$ cat src/rtl/flash_poll_pkg.sv
package flash_poll_pkg;

    typedef enum logic [2:0] {
        ST_IDLE         = 3'd0,
        ST_ISSUE_FIRST  = 3'd1,
        ST_WAIT_FIRST   = 3'd2,
        ST_ISSUE_SECOND = 3'd3,
        ST_WAIT_SECOND  = 3'd4,
        ST_JUDGE        = 3'd5
    } poll_state_e;

    typedef enum logic [1:0] {
        RES_ONGOING = 2'b00,
        RES_SUCCESS = 2'b01,
        RES_ERROR   = 2'b10,
        RES_TIMEOUT = 2'b11
    } poll_result_e;

    typedef enum logic [1:0] {
        VD_COMPLETE,
        VD_FAULT,
        VD_AGAIN,
        VD_RECHECK
    } verdict_e;

    // Status word bit positions the poller decodes
    localparam int TOGGLE_BIT = 6;
    localparam int LIMIT_BIT  = 5;

endpackage

$ cat src/rtl/poll_timer.sv
module poll_timer #(
    parameter int TW = 16
) (
    input  logic          clk_i,
    input  logic          rst_ni,
    input  logic          clear_i,
    input  logic          run_i,
    input  logic [TW-1:0] limit_i,
    output logic          expired_o
);
    localparam logic [TW-1:0] CNT_MAX = {TW{1'b1}};

    logic [TW-1:0] elapsed_q;
    logic [TW-1:0] limit_q;

    always_ff @(posedge clk_i) begin
        if (!rst_ni) begin
            elapsed_q <= '0;
            limit_q   <= '0;
        end else if (clear_i) begin
            elapsed_q <= '0;
            limit_q   <= limit_i;
        end else if (run_i && (elapsed_q != CNT_MAX)) begin
            elapsed_q <= elapsed_q + 1'b1;
        end
    end

    // An all-ones limit never expires
    assign expired_o = (limit_q != CNT_MAX) && (elapsed_q > limit_q);

    AST_TIMER_CLEARED: assert property (@(posedge clk_i) disable iff (!rst_ni)
        clear_i |=> (elapsed_q == '0));

    AST_TIMER_STEP: assert property (@(posedge clk_i) disable iff (!rst_ni)
        (run_i && !clear_i && elapsed_q != CNT_MAX) |=> (elapsed_q == $past(elapsed_q) + 1'b1));

endmodule

$ cat src/rtl/toggle_judge.sv
module toggle_judge
    import flash_poll_pkg::*;
#(
    parameter int DW = 16
) (
    input  logic [DW-1:0] first_i,
    input  logic [DW-1:0] second_i,
    input  logic          recheck_i,
    output verdict_e      verdict_o
);
    logic toggled;

    assign toggled = first_i[TOGGLE_BIT] ^ second_i[TOGGLE_BIT];

    always_comb begin
        if (!toggled) begin
            verdict_o = VD_COMPLETE;
        end else if (recheck_i) begin
            verdict_o = VD_FAULT;
        end else if (first_i[LIMIT_BIT]) begin
            verdict_o = VD_RECHECK;
        end else begin
            verdict_o = VD_AGAIN;
        end
    end

endmodule

$ cat src/rtl/flash_toggle_poller.sv
module flash_toggle_poller
    import flash_poll_pkg::*;
#(
    parameter int AW = 24,
    parameter int DW = 16,
    parameter int TW = 16
) (
    input  logic          clk_i,
    input  logic          rst_ni,
    input  logic          start_i,
    input  logic [AW-1:0] addr_i,
    input  logic [TW-1:0] timeout_i,
    output logic          rd_req_o,
    output logic [AW-1:0] rd_addr_o,
    input  logic          rd_valid_i,
    input  logic [DW-1:0] rd_data_i,
    output logic          busy_o,
    output logic          done_o,
    output logic [1:0]    result_o
);
    poll_state_e  state_q, state_d;
    poll_result_e result_q, fin_code;
    logic [AW-1:0] addr_q;
    logic [DW-1:0] first_q, second_q;
    logic          recheck_q, recheck_d;
    logic          done_q;
    logic          finish, load, cap_first, cap_second;
    logic          expired, polling;
    verdict_e      verdict;

    assign polling = (state_q != ST_IDLE);

    poll_timer #(.TW(TW)) timer_i (
        .clk_i     (clk_i),
        .rst_ni    (rst_ni),
        .clear_i   (load),
        .run_i     (polling),
        .limit_i   (timeout_i),
        .expired_o (expired)
    );

    toggle_judge #(.DW(DW)) judge_i (
        .first_i   (first_q),
        .second_i  (second_q),
        .recheck_i (recheck_q),
        .verdict_o (verdict)
    );

    // Next-state and transition decisions
    always_comb begin
        state_d    = state_q;
        recheck_d  = recheck_q;
        finish     = 1'b0;
        fin_code   = RES_ONGOING;
        load       = 1'b0;
        cap_first  = 1'b0;
        cap_second = 1'b0;
        unique case (state_q)
            ST_IDLE: begin
                if (start_i) begin
                    if (timeout_i == '0) begin
                        finish   = 1'b1;
                        fin_code = RES_TIMEOUT;
                    end else begin
                        load      = 1'b1;
                        recheck_d = 1'b0;
                        state_d   = ST_ISSUE_FIRST;
                    end
                end
            end
            ST_ISSUE_FIRST: begin
                if (expired) begin
                    finish   = 1'b1;
                    fin_code = RES_TIMEOUT;
                end else begin
                    state_d = ST_WAIT_FIRST;
                end
            end
            ST_WAIT_FIRST: begin
                if (rd_valid_i) begin
                    cap_first = 1'b1;
                    state_d   = ST_ISSUE_SECOND;
                end else if (expired) begin
                    finish   = 1'b1;
                    fin_code = RES_TIMEOUT;
                end
            end
            ST_ISSUE_SECOND: begin
                if (expired) begin
                    finish   = 1'b1;
                    fin_code = RES_TIMEOUT;
                end else begin
                    state_d = ST_WAIT_SECOND;
                end
            end
            ST_WAIT_SECOND: begin
                if (rd_valid_i) begin
                    cap_second = 1'b1;
                    state_d    = ST_JUDGE;
                end else if (expired) begin
                    finish   = 1'b1;
                    fin_code = RES_TIMEOUT;
                end
            end
            ST_JUDGE: begin
                unique case (verdict)
                    VD_COMPLETE: begin
                        finish   = 1'b1;
                        fin_code = RES_SUCCESS;
                    end
                    VD_FAULT: begin
                        finish   = 1'b1;
                        fin_code = RES_ERROR;
                    end
                    VD_RECHECK, VD_AGAIN: begin
                        if (expired) begin
                            finish   = 1'b1;
                            fin_code = RES_TIMEOUT;
                        end else begin
                            recheck_d = (verdict == VD_RECHECK);
                            state_d   = ST_ISSUE_FIRST;
                        end
                    end
                    default: begin
                        finish   = 1'b1;
                        fin_code = RES_ERROR;
                    end
                endcase
            end
            default: state_d = ST_IDLE;
        endcase
        if (finish) begin
            state_d = ST_IDLE;
        end
    end

    // State register and captured data
    always_ff @(posedge clk_i) begin
        if (!rst_ni) begin
            state_q   <= ST_IDLE;
            recheck_q <= 1'b0;
            addr_q    <= '0;
            first_q   <= '0;
            second_q  <= '0;
            done_q    <= 1'b0;
            result_q  <= RES_ONGOING;
        end else begin
            state_q   <= state_d;
            recheck_q <= recheck_d;
            done_q    <= finish;
            if (load) begin
                addr_q <= addr_i;
            end
            if (cap_first) begin
                first_q <= rd_data_i;
            end
            if (cap_second) begin
                second_q <= rd_data_i;
            end
            if (finish) begin
                result_q <= fin_code;
            end else if (load) begin
                result_q <= RES_ONGOING;
            end
        end
    end

    // Outputs
    always_comb begin
        rd_req_o  = (state_q == ST_ISSUE_FIRST) || (state_q == ST_ISSUE_SECOND);
        rd_addr_o = addr_q;
        busy_o    = polling;
        done_o    = done_q;
        result_o  = result_q;
    end

    AST_REQ_STROBE: assert property (@(posedge clk_i) disable iff (!rst_ni)
        rd_req_o |=> !rd_req_o);

    AST_DONE_PULSE: assert property (@(posedge clk_i) disable iff (!rst_ni)
        done_o |=> !done_o);

    AST_DONE_CODED: assert property (@(posedge clk_i) disable iff (!rst_ni)
        done_o |-> (result_o != 2'b00));

    AST_RESULT_HOLD: assert property (@(posedge clk_i) disable iff (!rst_ni)
        (!busy_o && !start_i) |=> $stable(result_o));

    AST_ADDR_HOLD: assert property (@(posedge clk_i) disable iff (!rst_ni)
        busy_o |=> $stable(rd_addr_o));

    AST_ZERO_LIMIT: assert property (@(posedge clk_i) disable iff (!rst_ni)
        (!busy_o && start_i && timeout_i == '0) |=> (done_o && result_o == 2'b11 && !busy_o));

    AST_MATCH_SUCCESS: assert property (@(posedge clk_i) disable iff (!rst_ni)
        (state_q == ST_JUDGE && first_q[TOGGLE_BIT] == second_q[TOGGLE_BIT])
            |=> (done_o && result_o == 2'b01));

endmodule

$ cat config.mk
export PLATFORM = sky130hd
export DESIGN_NAME = flash_toggle_poller
export DESIGN_NICKNAME = d
export VERILOG_FILES = /design/src/rtl/flash_poll_pkg.sv /design/src/rtl/poll_timer.sv /design/src/rtl/toggle_judge.sv /design/src/rtl/flash_toggle_poller.sv
export SDC_FILE = /design/constraint.sdc
export NUM_CORES = 1
export LEC_CHECK = 0
export BUFFER_PORTS_ARGS = -buffer_cell sky130_fd_sc_hd__buf_2
export CORE_MARGIN = 4
export CORE_UTILIZATION = 50
export CTS_CLUSTER_SIZE = 8
export DETAILED_ROUTE_END_ITERATION = 16
export PLACE_DENSITY = 0.77
export REMOVE_ABC_BUFFERS = 1
export SLEW_MARGIN = 40
export SYNTH_ARGS = -nofsm -noshare
export SYNTH_HDL_FRONTEND = slang
export SYNTH_HIERARCHICAL = 1
export SYNTH_SLANG_ARGS = --single-unit
$ cat constraint.sdc
create_clock -name clk_i -period 2.9 [get_ports clk_i]
set_clock_uncertainty 0.2 [all_clocks]
set_input_delay 0.29 -clock clk_i [delete_from_list [all_inputs] [get_ports clk_i]]
set_output_delay 0.29 -clock clk_i [all_outputs]
set_load 0.005 [all_outputs]
# ---- Yosys cells after proc, flatten, opt, wreduce, memory -nomap -nowiden
# Cells that the tools add are included.
dict set report word_totals {
  regBits 77
  latch_bits 0
  mem_bits_rw 0
  mem_bits_ro 0
  in_bits 60
  out_inout_bits 29
  wordCells 85
  memories 0
}
dict set report classes {
  addsub 1
  multipliers 0
  n_div 0
  n_lt_le_gt_ge 1
  eq_ne 18
  shifts 0
  n_mux 37
  bitwise 2
  reduce_logical 17
}
# op count
set op_table {}
lappend op_table {{inequality test 16 bit (second input constant)} 2}
lappend op_table {{two-way mux 3 bit} 8}
lappend op_table {{one-hot mux 3 bit (6 select lines)} 1}
lappend op_table {{adder 16 x 1 -> 16 bit (second input constant)} 1}
lappend op_table {{greater-than comparator 16 bit} 1}
lappend op_table {{logical NOT 16 bit} 1}
lappend op_table {{two-way mux 2 bit} 8}
lappend op_table {{inequality test 2 bit (second input constant)} 8}
lappend op_table {{two-way mux 1 bit} 15}
lappend op_table {{OR reduction 2 bit} 6}
lappend op_table {{one-hot mux 2 bit (4 select lines)} 1}
lappend op_table {{AND reduction 8 bit} 1}
lappend op_table {{equality test 3 x 2 -> 1 bit (second input constant)} 2}
lappend op_table {{equality test 3 bit (second input constant)} 2}
lappend op_table {{one-hot mux 2 bit (3 select lines)} 1}
lappend op_table {{AND reduction 5 bit} 1}
lappend op_table {{equality test 2 bit (second input constant)} 2}
lappend op_table {{one-hot mux 1 bit (2 select lines)} 2}
lappend op_table {{one-hot mux 1 bit (4 select lines)} 1}
lappend op_table {{nonzero test 2 bit} 2}
lappend op_table {{equality test 3 x 1 -> 1 bit (second input constant)} 1}
lappend op_table {{logical NOT 3 bit} 1}
lappend op_table {{nonzero test 3 bit} 1}
lappend op_table {{equality test 2 x 1 -> 1 bit (second input constant)} 1}
lappend op_table {{5 further kinds} 6}

# ---- Logic depth before layout (Yosys ltp)
dict set report logic_depth {
  word_depth 8
  mapped_depth 12
}

# ---- Hierarchy
# Netlist, hierarchy kept.
# module n_inst cells_each area_per_inst_um2 seq_area_each_um2
set modules_own_cells {}
lappend modules_own_cells {flash_toggle_poller 1 305 2708.8 1261.2}
lappend modules_own_cells {poll_timer 1 209 1898.1 640.6}
lappend modules_own_cells {toggle_judge 1 4 20.0 0.0}

# ---- Worst setup path before layout
# Ideal clock, no wire load.
dict set report synth_timing {
  path_type {reg2reg}
  startpoint {reg timer_i.limit_q[14]}
  endpoint {reg result_q[0], in the netlist result_o[0]}
  setup_time_ns 0.116
  arrival_ns 2.220
  t_required_ns 2.584
  slack_ns 0.363
  path_stages_with_launch 11
  period_less_slack_ns 2.537
  path_cell_list {dfxtp_1 -> inv_1 -> ha_1 -> a21oi_1 -> nand2_1 -> a221o_1 -> o31a_1 -> nor2b_1 -> o21ai_1 -> o2111ai_2 -> o211a_1}
}
dict set report synth_between {
  elab_chain_cells 6
  word_cells_on_any_way 13
  classes_between {1 x order compare; 1 x eq/ne; 9 x mux; 2 x reduce/logical}
}
# element line
set synth_lines {}
lappend synth_lines {{start, declared} poll_timer.sv:14} ;# logic [TW-1:0] limit_q;
lappend synth_lines {{start signal, assigned} poll_timer.sv:22} ;# limit_q <= limit_i;
lappend synth_lines {{greater-than comparator 16 bit / inequality test 16 bit (equally long branches)} poll_timer.sv:29} ;# assign expired_o = (limit_q != CNT_MAX) && (elapsed_q > limit_q);
lappend synth_lines {{logical AND 1 bit (*)} poll_timer.sv:29}
lappend synth_lines {{via expired} flash_toggle_poller.sv:28} ;# logic expired, polling;
lappend synth_lines {{two-way mux 2 bit / two-way mux 1 bit (equally long branches)} --}
lappend synth_lines {{one-hot mux 2 bit (3 select lines) (tied with other cells)} flash_toggle_poller.sv:106} ;# unique case (verdict)
lappend synth_lines {{one-hot mux 2 bit (4 select lines) / one-hot mux 1 bit (4 select lines) (equally long branches)} flash_toggle_poller.sv:58} ;# unique case (state_q)
lappend synth_lines {{two-way mux 2 bit / nonzero test 2 bit (equally long branches)} --}
lappend synth_lines {{end signal, assigned} flash_toggle_poller.sv:161} ;# result_q <= fin_code;
lappend synth_lines {{end, declared} flash_toggle_poller.sv:22} ;# poll_result_e result_q, fin_code;
# Mark *: on every way through the listed nets, which the timed path passes. The rest lies on a longest branch.
# A chain may end at the register's enable or synchronous reset.

# ---- Worst setup path in the final report
dict set report layout_timing {
  startpoint {reg timer_i.elapsed_q[7]}
  endpoint {reg result_q[0], in the netlist result_o[0]}
}
dict set report layout_between {
  elab_chain_cells 6
  word_cells_on_any_way 12
  classes_between {1 x order compare; 9 x mux; 2 x reduce/logical}
}
# element line
set layout_lines {}
lappend layout_lines {{start, declared} poll_timer.sv:13} ;# logic [TW-1:0] elapsed_q;
lappend layout_lines {{start signal, assigned} poll_timer.sv:24} ;# elapsed_q <= elapsed_q + 1'b1;
lappend layout_lines {{greater-than comparator 16 bit (*)} poll_timer.sv:29}
lappend layout_lines {{logical AND 1 bit (*)} poll_timer.sv:29}
lappend layout_lines {{via expired} flash_toggle_poller.sv:28}
lappend layout_lines {{two-way mux 2 bit / two-way mux 1 bit (equally long branches)} --}
lappend layout_lines {{one-hot mux 2 bit (3 select lines) (tied with other cells)} flash_toggle_poller.sv:106}
lappend layout_lines {{one-hot mux 2 bit (4 select lines) / one-hot mux 1 bit (4 select lines) (equally long branches)} flash_toggle_poller.sv:58}
lappend layout_lines {{two-way mux 2 bit / nonzero test 2 bit (equally long branches)} --}
# Marked as above.

==> impl_results.md <==
- Result of the run: finished clean
- Root cell of the clock tree: clkbuf_8
- RSZ-0062 raised after global routing: no
- Worst slack on hold paths: 0.00447 ns
- Setup violation total in the final timing report: 0
- Final core utilization: 63.8%
- Post-route total power: 0.00278 W
- Startpoint of the tightest hold check path: addr_i[17]
- Count of warnings emitted by yosys: 6
- Reg-to-reg endpoint: result_o[0]
- Number of maximum-capacitance constraint violations: 0
- Depth of the CTS H-tree: 3
- GP Congestion: 0.849
- Total clock sinks: 66
- Cell family with the largest share of critical-path delay: compound AO/OA/AOI/OAI gates
- Post-synthesis cell count: 401
- Proportion of layout cells with a drive suffix above 1: 24.9%
- Number of optimization iterations in the first detailed-route pass: 4
- First-pass GRT wire length: 14.5 mm
- Proportion of total power due to net switching: 35.2%
- Max Buffers Root-to-Sink: 2
- Detailed Route WL: 8.75 mm
- Kind of start point of the critical path: flip-flop
- Number of cells in the finished layout apart from fillers: 593
- Power density cells: 632 nW/um^2
- Portion of total power attributed to sequential cells: 42.4%
- Mapped cell area: 3610 um^2
- Cell Count Post-Placement: 554
- Endpoint arrival time on the critical path: 2.82 ns
- Internal power component: 0.00180 W
- WP data required: 2.95 ns
- Setup TNS Final: 0 ns
- Number of clock buffers inserted by TritonCTS: 9
- Largest net degree at the start of global routing: 76
- Global route overflow: 0
- Initial antenna violation count: 0
- CTS tree: yes
- Count of pins on the block boundary: roughly 90
- Die ar.: 8640 um^2
- Leakage power summed over all cells: 1.92 nW
- Global router's overall resource usage: 20.8%
- CP max stage delay: around 0.45 ns
- Via count of the first global-routing pass: 3186
- Pins Over Slew Limit: 0
- Cells on Worst Hold Path: 3
- Buf+Inv Stages, Crit Path: 0
- DRT antenna net count: 0
- Initial core utilization: 52.2%
- Final critical path time including I/O delays and setup: 2.77 ns
- Critical path endpoint category: flip-flop
- Part of the cycle the worst path needs: 95.6%
- Slew at the pin closest to its max-slew limit: 0.674 ns
- Die height: 92.9 um
- Worst hold path class: in -> reg
- Source-to-sink clock delay at the later pin of the worst-skew pair: 0.35 ns
- Count of vias placed by the detailed router: 3243
- Initial DRC Count: 264
- Floorplan row count: 30
- Kind of critical path: reg -> reg
- Filler cell count: 557
- DRC errors left: 0
- Worst path slowest cell: dfxtp_1
- Part of the total power dissipated in the clock network: 23.9%
- Crit path cell chain: ha_1 > a21oi_1 > o21ai_0 > a221o_1 > o31a_1 > nor2b_1 > o21ai_2 > o2111ai_4 > o211a_1
- Switching Power: about 0.00098 W
- Half-perimeter wire length of the detailed placement result: roughly 5.8 mm
- Core area: 6910 um^2
- Combinational group share of total power: roughly 34%
- Mean Syn Cell Area: 9.00 um^2
- Max VDD drop: 0.482 mV
- Minimum setup slack among reg-to-reg paths: about 0.13 ns
- Number of cell instances on the worst register-to-register path: 9
- Worst Hold Path EP: rd_addr_o[17]
- Max FO, Critical Path: 6
- Clk pin slew, worst setup/hold paths: approximately 0.080 ns
- Average wire length per cell after detail routing: 14.8 um
- Detailed-route vias per instance: 5.47
- Total Nets Final: 570
- Remaining max-slew budget at the tightest pin: 55.0%
- Critical R2R Launch: timer_i/elapsed_q[7]
- Signed area change from the synthesized netlist to the final layout: 22.2%
- Critical path launch point: timer_i/elapsed_q[7]
- Hold violation total from the final report: 0
- IO Port Bufs: 74
- Achievable clock frequency: around 0.36 GHz
- Diodes inserted: 0
- X dimension of the die: 92.9 um
==> flip-flops by register name (all words and copies together) (netlist names) <==
register and flops:
first_q 2, done_o 1, second_q 1, recheck_q 1, timer_i/elapsed_q 16, state_q 3
rd_addr_o 24, result_o 2, timer_i/limit_q 16
==> power by group through the flow <==
| stage | clock (W) | combinational, W | sequential [W] |
|---|---|---|---|
| 6_report | 0.000666 | 0.000937 | 0.00118 |
| 5_1_grt | 0.000713 | 0.00103 | 0.00120 |
| 4_1_cts | 0.000669 | 0.000901 | 0.00117 |
| 3_5_place_dp | 0 | 0.000873 | 0.00119 |
| 3_3_place_gp | 0 | 0.000845 | 0.00118 |
| 2_1_floorplan | 0 | 0.000579 | 0.00118 |
==> worst max path at each step <==
stage                                       end  cells past startpoint
after floorplan           timer_i/elapsed_q[14]                      7
after global placement              result_o[0]                      9
after detailed placement            result_o[0]                      9
after CTS                            state_q[1]                      9
after global routing                 state_q[1]                      9
final                               result_o[0]                      9
==> cell usage in the layout (no fill, tap or decap), types with 3 or more instances in the layout <==
| cell type | instances |
|---|---|
| mux2i_1 | 41 |
| o21ai_0 | 6 |
| xnor2_1 | 4 |
| dfxtp_1 | 64 |
| nand2_1 | 69 |
| o31ai_1 | 4 |
| nor2b_1 | 23 |
| clkinvlp_4 | 3 |
| inv_1 | 19 |
| or4_1 | 6 |
| buf_4 | 10 |
| nand4_1 | 13 |
| clkbuf_8 | 9 |
| buf_2 | 74 |
| ha_1 | 17 |
| a21oi_1 | 12 |
| nor2_1 | 18 |
| nor4_1 | 4 |
| and3_1 | 4 |
| nor4_2 | 4 |
| and2_1 | 3 |
| dlygate4sd3_1 | 23 |
| nor3_1 | 5 |
| nand3_1 | 11 |
==> through the flow <==
step	instance area (um^2)	setup WS (ns)
5_1_grt	4410	0.00523
3_5_place_dp	3980	0.0759
2_1_floorplan	3420	0.314
6_report	4410	0.128
4_1_cts	4370	0.0427
3_3_place_gp	3980	0.152
==> repair_timing <==
action	4_1_cts	5_1_grt
hold buffers	23	0
setup endpoints to repair	0	4
hold endpoints to repair	23	0
setup buffers	0	1
resized for setup	0	7
==> worst reg2reg max path, stage by stage, from the launching register on <==
cell	delay (ns)
dfxtp_1	0.45
ha_1	0.30
a21oi_1	0.12
o21ai_0	0.11
a221o_1	0.32
o31a_1	0.36
nor2b_1	0.17
o21ai_2	0.18
o2111ai_4	0.19
o211a_1	0.26
==> metal layers <==
layer,GRT usage [%],vias to the layer above,wire length [um]
met2,34.9,112,4260
met3,4.63,23,607
met1,24.9,1514,3650
met5,0,-,0
met4,10.6,0,227
li1,-,1594,-
==> layout make-up <==
class                   instances  area [um^2]  share of cell area, %
multi-input cells             290         2060                   46.7
flip-flops and latches         66         1320                   30.0
repair buffers                107          676                   15.3
clock buffers                  10          128                   2.90
well taps                      96          120                   2.72
inverters                      19         71.3                   1.62
clock inverters                 5         32.5                  0.738
(Power assumes the default switching activity.)
